## src/rtl/chblk_pkg.sv

```systemverilog
package chblk_pkg;
  localparam int NCH          = 32;
  localparam int BITS_PER_CH  = 8;
  localparam int CH_W         = $clog2(NCH);
  localparam int BIT_W        = $clog2(BITS_PER_CH);
  localparam int POS_W        = CH_W + BIT_W;
  localparam int T1_CHANS     = 24;
  localparam int REG_W        = 8;
  localparam int NREG         = NCH / REG_W;
  localparam int SEL_W        = $clog2(NREG);
  localparam int FORCE_STRIDE = 4;
  localparam int STRIDE_W     = $clog2(FORCE_STRIDE);
endpackage

```

## src/rtl/chblk_mask_regs.sv

```systemverilog
module chblk_mask_regs
  import chblk_pkg::*;
(
  input  logic                   clk,
  input  logic                   rst_n,
  input  logic                   wr_en,
  input  logic [SEL_W-1:0]       wr_sel,
  input  logic [REG_W-1:0]       wr_data,
  output logic [NCH-1:0]         mask
);
  for (genvar g = 0; g < NREG; g++) begin : g_byte
    logic             hit;
    logic [REG_W-1:0] byte_d;
    logic [REG_W-1:0] byte_q;

    always_comb begin
      hit    = wr_en && (wr_sel == SEL_W'(g));
      byte_d = hit ? wr_data : byte_q;
    end

    always_ff @(posedge clk or negedge rst_n) begin
      if (!rst_n) byte_q <= '0;
      else        byte_q <= byte_d;
    end

    assign mask[g*REG_W +: REG_W] = byte_q;

    // selected byte takes the written value
    a_r1_write_lands: assert property (@(posedge clk) disable iff (!rst_n)
      (wr_en && wr_sel == SEL_W'(g)) |=> (mask[g*REG_W +: REG_W] == $past(wr_data)));
    // unselected bytes keep their value
    a_r1_others_kept: assert property (@(posedge clk) disable iff (!rst_n)
      !(wr_en && wr_sel == SEL_W'(g)) |=> $stable(mask[g*REG_W +: REG_W]));
  end
endmodule

```

## src/rtl/chblk_position.sv

```systemverilog
module chblk_position
  import chblk_pkg::*;
(
  input  logic              clk,
  input  logic              rst_n,
  input  logic              frame_sync,
  output logic [CH_W-1:0]   cur_ch,
  output logic [BIT_W-1:0]  cur_bit
);
  logic [POS_W-1:0] pos_q;
  logic [POS_W-1:0] pos_now;
  logic [POS_W-1:0] pos_d;

  always_comb begin
    pos_now = frame_sync ? '0 : pos_q;
    pos_d   = pos_now + POS_W'(1);
  end

  always_ff @(posedge clk or negedge rst_n) begin
    if (!rst_n) pos_q <= '0;
    else        pos_q <= pos_d;
  end

  assign cur_ch  = pos_now[POS_W-1:BIT_W];
  assign cur_bit = pos_now[BIT_W-1:0];

  // a sync pulse makes the following clock bit 1 of channel 1
  a_r2_sync_restarts: assert property (@(posedge clk) disable iff (!rst_n)
    frame_sync |=> (pos_q == POS_W'(1)));
  // without sync the position steps by one bit each clock
  a_r2_steps: assert property (@(posedge clk) disable iff (!rst_n)
    !frame_sync |=> (pos_q == $past(pos_q) + POS_W'(1)));
endmodule

```

## src/rtl/chblk_level.sv

```systemverilog
module chblk_level
  import chblk_pkg::*;
(
  input  logic [NCH-1:0]    mask,
  input  logic [CH_W-1:0]   cur_ch,
  input  logic [BIT_W-1:0]  cur_bit,
  input  logic              mode_e1,
  input  logic              bp_2m,
  input  logic              held,
  output logic              lvl_d
);
  logic boundary;
  logic slot_forced;
  logic beyond;
  logic suppress;
  logic mask_lvl;

  always_comb begin
    boundary    = (cur_bit == '0);
    slot_forced = !mode_e1 && bp_2m
                  && (cur_ch[STRIDE_W-1:0] == '0)
                  && !((cur_ch == '0) && boundary);
    beyond      = (cur_ch >= CH_W'(T1_CHANS));
    suppress    = beyond && !(mode_e1 && bp_2m);
    mask_lvl    = mask[cur_ch] && !suppress;
    if (slot_forced)   lvl_d = 1'b1;
    else if (boundary) lvl_d = mask_lvl;
    else               lvl_d = held;
  end
endmodule

```

## src/rtl/chan_gate_gen.sv

```systemverilog
module chan_gate_gen
  import chblk_pkg::*;
(
  input  logic        clk,
  input  logic        rst_n,
  input  logic        frame_sync,
  input  logic        mode_e1,
  input  logic        bp_2m,
  input  logic        wr_en,
  input  logic [1:0]  wr_sel,
  input  logic [7:0]  wr_data,
  output logic        blk_out
);
  logic [1:0]       rst_pipe;
  logic             rst_s_n;
  logic [NCH-1:0]   mask;
  logic [CH_W-1:0]  cur_ch;
  logic [BIT_W-1:0] cur_bit;
  logic             lvl_d;
  logic             blk_q;

  // asynchronous assert, synchronous release
  always_ff @(posedge clk or negedge rst_n) begin
    if (!rst_n) rst_pipe <= 2'b00;
    else        rst_pipe <= {rst_pipe[0], 1'b1};
  end
  assign rst_s_n = rst_pipe[1];

  chblk_mask_regs u_regs (
    .clk(clk), .rst_n(rst_s_n), .wr_en(wr_en),
    .wr_sel(wr_sel), .wr_data(wr_data), .mask(mask)
  );

  chblk_position u_pos (
    .clk(clk), .rst_n(rst_s_n), .frame_sync(frame_sync),
    .cur_ch(cur_ch), .cur_bit(cur_bit)
  );

  chblk_level u_lvl (
    .mask(mask), .cur_ch(cur_ch), .cur_bit(cur_bit),
    .mode_e1(mode_e1), .bp_2m(bp_2m), .held(blk_q), .lvl_d(lvl_d)
  );

  always_ff @(posedge clk or negedge rst_s_n) begin
    if (!rst_s_n) blk_q <= 1'b0;
    else          blk_q <= lvl_d;
  end
  assign blk_out = blk_q;

  // the line moves only on a channel's first bit (or bit 1 of channel 1)
  a_r8_boundary_only: assert property (@(posedge clk) disable iff (!rst_s_n)
    !$stable(blk_q) |-> ($past(cur_bit) == '0
                         || ($past(cur_ch) == '0 && $past(cur_bit) == BIT_W'(1))));
  // set mask bit blocks where nothing overrides
  a_r3_mask_blocks: assert property (@(posedge clk) disable iff (!rst_s_n)
    (mode_e1 && bp_2m && cur_bit == '0 && mask[cur_ch]) |=> blk_q);
  // clear mask bit leaves the line low where nothing forces it
  a_r4_clear_low: assert property (@(posedge clk) disable iff (!rst_s_n)
    (mode_e1 && cur_bit == '0 && !mask[cur_ch]) |=> !blk_q);
  // T1 upper channels ignore the mask
  a_r5_t1_upper: assert property (@(posedge clk) disable iff (!rst_s_n)
    (!mode_e1 && cur_bit == '0 && cur_ch >= CH_W'(T1_CHANS)
     && !(bp_2m && cur_ch[STRIDE_W-1:0] == '0)) |=> !blk_q);
  // filler slots forced high
  a_r6_forced: assert property (@(posedge clk) disable iff (!rst_s_n)
    (!mode_e1 && bp_2m && cur_ch[STRIDE_W-1:0] == '0
     && !(cur_ch == '0 && cur_bit == '0)) |=> blk_q);
  // E1 on slow backplane never blocks upper channels
  a_r7_e1_upper: assert property (@(posedge clk) disable iff (!rst_s_n)
    (mode_e1 && !bp_2m && cur_bit == '0 && cur_ch >= CH_W'(T1_CHANS)) |=> !blk_q);
endmodule

```

## config.mk

```make
export PLATFORM = sky130hd
export DESIGN_NAME = chan_gate_gen
export DESIGN_NICKNAME = d
export VERILOG_FILES = /design/src/rtl/chblk_pkg.sv /design/src/rtl/chblk_mask_regs.sv /design/src/rtl/chblk_position.sv /design/src/rtl/chblk_level.sv /design/src/rtl/chan_gate_gen.sv
export SDC_FILE = /design/constraint.sdc
export NUM_CORES = 1
export LEC_CHECK = 0
export BUFFER_PORTS_ARGS = -buffer_cell sky130_fd_sc_hd__buf_4
export CAP_MARGIN = 20
export CORE_MARGIN = 2
export CORE_UTILIZATION = 60
export DETAILED_ROUTE_END_ITERATION = 16
export HOLD_SLACK_MARGIN = 0.08
export PLACE_DENSITY = 0.78
export SLEW_MARGIN = 10
export SYNTH_ARGS = -nofsm -noshare
export SYNTH_HDL_FRONTEND = slang
export SYNTH_SLANG_ARGS = --single-unit
```

## constraint.sdc

```tcl
create_clock -name clk -period 2.55 [get_ports clk]
set_input_delay 0.255 -clock clk [delete_from_list [all_inputs] [get_ports clk]]
set_output_delay 0.255 -clock clk [all_outputs]
set_load 0.01 [all_outputs]
```

=== Word level (Yosys, flattened, before mapping) ===
Cells that the tools add are included.

* Equality and inequality tests: 3
* Multiplexer cells: 5
* Order comparisons: 2
* Reduce and logical (&&, ||, !) cells: 20
* $add $sub $neg: 1

{| class="wikitable"
|+ Operator list
! kind !! count
|-
| $logic_and A1 B1 Y1 || 11
|-
| $add A8 B1 Y8 const B || 1
|-
| $mux W8 || 1
|-
| $lt A5 B6 Y1 const B || 1
|-
| $bmux W1 S5 || 1
|-
| $ge A5 B5 Y1 const B || 1
|-
| $logic_not A5 Y1 || 1
|-
| $eq A2 B2 Y1 const B || 2
|-
| $logic_not A1 Y1 || 4
|-
| $logic_not A2 Y1 || 2
|-
| $logic_not A3 Y1 || 1
|-
| $mux W1 || 3
|-
| $eq A2 B1 Y1 const B || 1
|-
| $reduce_bool A2 Y1 || 1
|}

* Register bits: 43
* Output and inout port bits: 1
* Input bits: 16
* Word-level logic and storage cells: 38

=== Logic depth before layout (Yosys ltp) ===
* Word-level depth: 7
* Mapped depth: 9
* Gate-level depth less buffers: 7

=== Cells and area by module ===
A second synthesis with hierarchy kept.

* Cells, all modules: 144
* Area, all modules: 2057.0 sq um

{| class="wikitable"
|+ By module, submodules not included
! module !! cells an instance !! area each (sq um) !! times used !! sequential area each (sq um)
|-
| chblk_mask_regs || 68 || 1212.4 || 1 || 800.8
|-
| chblk_position || 36 || 402.9 || 1 || 200.2
|-
| chblk_level || 36 || 362.8 || 1 || 0.0
|-
| chan_gate_gen || 4 || 78.8 || 1 || 75.1
|}

=== Worst setup path before layout ===
OpenSTA, ideal clock, no wires.

* Path type: reg-to-reg
* From: reg u_pos.pos_q[4]
* To: reg blk_q, in the netlist blk_out
* Period minus slack after synthesis: 1.594 ns
* Path buffers: 1
* Stages on the path, launching flop included: 7
* Slack: 0.956 ns
* Library setup time: 0.133 ns
* Arrival time: 1.461 ns
* Required time: 2.417 ns
* Cell sequence: dfrtp_1 -> buf_6 -> mux4_2 -> nor2_1 -> a311oi_1 -> a221oi_1 -> o32ai_1

* Cells in the longest elaborated chain, start to end: 7
* Elaborated cells on any way between the ends: 16
* Classes of those cells: 1 x order compare; 5 x mux; 10 x reduce/logical

{| class="wikitable"
|+ RTL lines
! element !! line !! RTL
|-
| from (decl) || chblk_position.sv:10 || <nowiki>logic [POS_W-1:0] pos_q;</nowiki>
|-
| from (signal assigned) || chblk_position.sv:21 || <nowiki>else pos_q <= pos_d;</nowiki>
|-
| $mux W8 * || chblk_position.sv:15 || <nowiki>pos_now = frame_sync ? '0 : pos_q;</nowiki>
|-
| branches (longest 6 deep; another with $bmux W1 S5) || - ||
|-
| to (signal assigned) || chan_gate_gen.sv:46 || <nowiki>else blk_q <= lvl_d;</nowiki>
|-
| to (decl) || chan_gate_gen.sv:20 || <nowiki>logic blk_q;</nowiki>
|}

Mark *: on every way between the ends. The select of a mux whose other input is x is not followed.
A chain may end at the register's enable or synchronous reset.

=== Worst setup path after layout ===
Same ends and word-level chain as after synthesis.

==> impl_table.tex <==
\begin{tabular}{lr}
\hline
Metric & Value \\
\hline
\multicolumn{2}{l}{\textbf{Synthesis}} \\
\quad Number of flip-flops and latches in the synthesized netlist & between 40 and 50 \\
\quad Synthesized Nets & between 150 and 200 \\
\quad Mean area per synthesized cell & about 13 sq um \\
\quad Gate count of the mapped netlist & between 150 and 200 \\
\quad Synth warn & 0 \\
\quad Post-synth cell types & 42 \\
\quad Number of enable flip-flop cells after synthesis & 0 \\
\quad Share of synthesized registers carrying an async set or reset & 100\% \\
\quad Sequential element share of the synthesized area & between 50\% and 60\% \\
\quad Most instantiated flip-flop cell in the synthesis netlist & sky130\_fd\_sc\_hd\_\_dfrtp\_1 \\
\quad Netlist Area Pre-Place & between 2000 and 2500 sq um \\
\multicolumn{2}{l}{\textbf{Global routing}} \\
\quad Total global-route track usage & between 20\% and 30\% \\
\quad Total gr overflow & 0 \\
\quad Antenna violations before repair & 0 \\
\quad Wire length of the first global-routing pass & 6600 um \\
\quad Pin count of the biggest net entering global routing & 42 \\
\quad Vias in the first global route & between 1000 and 1500 \\
\multicolumn{2}{l}{\textbf{Critical path}} \\
\quad Data required time of the critical path & between 2000 and 3000 ps \\
\quad Startpoint types & register \\
\quad Path depth of the worst reg2reg path & 6 \\
\quad Count of buffer and inverter cells on the critical path & 1 \\
\quad Chain of cells forming the critical path & buf\_4 > nor3b\_1 > a2111oi\_2 > o31a\_1 > a221oi\_1 > o32ai\_1 \\
\quad Crit path capture type & register \\
\quad CP max stage cell & sky130\_fd\_sc\_hd\_\_dfrtp\_1 \\
\quad Reg-to-reg setup timing slack & 590 ps \\
\quad Dominant delay contributor by cell family on the critical path & compound AO/OA/AOI/OAI gates \\
\quad CP max FO & 11 \\
\quad Critical Path Stages & 6 \\
\quad CP max stage delay & between 600 and 700 ps \\
\quad Arr. time, crit path & about 2200 ps \\
\quad Category of the critical setup timing path & reg2reg \\
\multicolumn{2}{l}{\textbf{Timing}} \\
\quad Worst-margin pin slew & 734 ps \\
\quad Final critical-path required period & 1960 ps \\
\quad Final sum of negative setup slack & 0 ps \\
\quad Final max-slew violation count & 0 \\
\quad Unrepaired setup endpoints after global routing & false \\
\quad Post-Route Hold Slack & 136 ps \\
\quad Final number of hold-violating endpoints & 0 \\
\quad Clock Skews & between 15 and 20 ps \\
\quad Maximum clock frequency & 0.510 GHz \\
\quad Fin worst setup slack & 590 ps \\
\quad Setup violations, final & 0 \\
\quad Period utilisation layout & between 70\% and 80\% \\
\quad Max-Slew Margin vs Limit & 50.9\% \\
\multicolumn{2}{l}{\textbf{Placement}} \\
\quad Final weighted congestion in routability-driven placement & just under 0.9 \\
\quad Cell Area, Placed & around 2200 sq um \\
\quad Count of input and output buffers & 16 \\
\quad Pre-CTS WS & roughly 640 ps \\
\quad Placed wire-length estimate & $\sim$2800 um \\
\multicolumn{2}{l}{\textbf{Routing}} \\
\quad Residual DRC & 0 \\
\quad Violation count after the first detailed-route iteration & between 50 and 60 \\
\quad Total vias in the final route & about 1300 \\
\quad Pre-Repair DR Iteration Count & 4 \\
\quad Ratio of routed vias to standard cells & 5.99 \\
\quad Routed length per instance & between 15 and 20 um \\
\quad Aggregate routed wire length & 3900 um \\
\quad Number of antenna-violating nets in the routed design & 0 \\
\multicolumn{2}{l}{\textbf{Job}} \\
\quad Max\_cap viols & 0 \\
\multicolumn{2}{l}{\textbf{Floorplan}} \\
\quad Die area & 3940 sq um \\
\quad Starting utilization of the core area & a little over 60\% \\
\quad Core Box Area & roughly 3300 sq um \\
\quad Floorplan die height & roughly 63 um \\
\quad Chip width & 62.8 um \\
\quad Number of placement rows & 21 \\
\quad I/O pins & 17 \\
\multicolumn{2}{l}{\textbf{Layout}} \\
\quad Area growth syn-to-layout & 12.2\% \\
\quad Commonest cells after routing, fill and taps aside & sky130\_fd\_sc\_hd\_\_dfrtp\_1 (43), sky130\_fd\_sc\_hd\_\_mux2\_2 (32), sky130\_fd\_sc\_hd\_\_buf\_4 (18) \\
\quad Final design utilization & between 60\% and 70\% \\
\quad Number of nets at the end of the flow & 193 \\
\quad Layout filler cell count & 243 \\
\quad Most frequent standard cell in the layout excluding fill and tap cells & sky130\_fd\_sc\_hd\_\_dfrtp\_1 \\
\quad Fraction of layout instances using a drive strength above 1 & between 30\% and 40\% \\
\quad Area of all placed cells without fillers & approximately 2300 sq um \\
\quad Number of diodes & 0 \\
\multicolumn{2}{l}{\textbf{Run status}} \\
\quad Run status & finished, final reports clean \\
\multicolumn{2}{l}{\textbf{Clock tree}} \\
\quad Clock latency on the worst-skew pair & approximately 360 ps \\
\quad TritonCTS buffer count & 5 \\
\quad H-Tree Level Count & 2 \\
\quad Quantity of gates resized following cts & 0 \\
\quad TritonCTS clock tree & yes \\
\quad Sink count of the clock tree & 43 \\
\quad Largest buffer count on any clock path & 2 \\
\quad Hold\_buf cts & 1 \\
\quad Setup repair bufs after CTS & 0 \\
\quad Clk root buf & sky130\_fd\_sc\_hd\_\_clkbuf\_4 \\
\quad Clock-pin slew reported for the worst setup and hold paths after clock tree synthesis & around 130 ps \\
\multicolumn{2}{l}{\textbf{Power and ir drop}} \\
\quad Largest vdd supply drop & about 460 uV \\
\quad Ratio of total power to cell area & between 600 and 700 nW/um\^{}2 \\
\quad Leakage power & roughly 0.00099 uW \\
\multicolumn{2}{l}{\textbf{Hold path}} \\
\quad Hold Crit Class & in2reg \\
\quad Cells on Worst Hold Path & 2 \\
\hline
\end{tabular}
## registers in the layout, indices dropped and copies added (netlist names)
signal	cells
u_pos.pos_q	8
rst_pipe	2
blk_out	1
u_regs.g_byte.byte_q	32
## worst register-to-register path, delay by kind of cell, from the launching register on
| family | cells | cell delay [ps] |
|---|---|---|
| AND/OR/NAND/NOR | 1 | 280 |
| buffers and inverters | 1 | 250 |
| AO/OA/AOI/OAI | 4 | 690 |
| flip-flops | 1 | 620 |
## synth_stat cells (all sizes together) (2+ instances only)
cell type / n / area, sq um
mux2i: 2 / 20.0
clkbuf: 2 / 7.51
nand2b: 4 / 25.0
nor3b: 3 / 27.5
ha: 2 / 25.0
nand2: 3 / 11.3
a211oi: 2 / 20.0
nand3b: 4 / 30.0
mux2: 32 / 360
xnor2: 3 / 26.3
nor2b: 3 / 18.8
o21ai: 2 / 10.0
nand3: 3 / 15.0
mux4: 5 / 128
a22oi: 2 / 15.0
inv: 4 / 15.0
a21oi: 3 / 15.0
buf: 5 / 42.5
xor2: 2 / 17.5
dfrtp: 43 / 1080
a31oi: 2 / 12.5
or3: 2 / 12.5
nor2: 9 / 33.8
## where the power goes
group / total [uW] / internal [uW] / switching, uW / leakage [uW]
clock network: 521 / 306 / 215 / 0.0000525
logic: 247 / 149 / 98.2 / 0.000417
registers: 857 / 789 / 67.9 / 0.000520
## per-layer routing
| layer | global-route usage (%) | part of all wire, % |
|---|---|---|
| met5 | 0 | 0 |
| met3 | 6.13 | 5.0 |
| met1 | 28.9 | 44 |
| met4 | 6.67 | 1.4 |
| met2 | 36.6 | 50 |
## path summary, 6_finish.rpt
kind,from,end
setup / recovery,u_pos.pos_q[4]$_DFF_PN0_,blk_out$_DFFE_PN0P_
hold / removal,wr_data[5],u_regs.g_byte[0].byte_q[5]$_DFFE_PN0P_
setup reg to reg,u_pos.pos_q[4]$_DFF_PN0_,blk_out$_DFFE_PN0P_
hold reg to reg,rst_pipe[1]$_DFF_PN0_,u_pos.pos_q[7]$_DFF_PN0_
max in group asynchronous,rst_pipe[1]$_DFF_PN0_,u_regs.g_byte[1].byte_q[3]$_DFFE_PN0P_
min in group asynchronous,rst_n,rst_pipe[0]$_DFF_PN0_
## metrics by stage
| stage | power, uW | cells |
|---|---|---|
| 2_1_floorplan | 1030 | 156 |
| 3_3_place_gp | 1100 | 213 |
| 3_5_place_dp | 1120 | 213 |
| 4_1_cts | 1640 | 222 |
| 5_1_grt | 1710 | 222 |
| 6_report | 1630 | 222 |
## layout make-up
cell class | count | area, sq um | area share [%]
sequential | 43 | 1080 | 46.2
tap | 46 | 57.6 | 2.47
clock inverter | 2 | 60.1 | 2.58
timing repair buffer | 19 | 145 | 6.23
clock buffer | 6 | 41.3 | 1.77
multi-input combinational | 102 | 933 | 40.1
inverter | 4 | 15.0 | 0.645
## logic make-up after synthesis
group	count (synthesis)	share of synthesized area [%]
fa+ha+maj	2	1.21
flops	43	51.9
compound gates	20	7.42
other cells	1	0.181
mux	39	24.5
buf+inv	11	3.14
simple gates	35	9.59
xor+xnor	5	2.11
(Power assumes the default switching activity.)
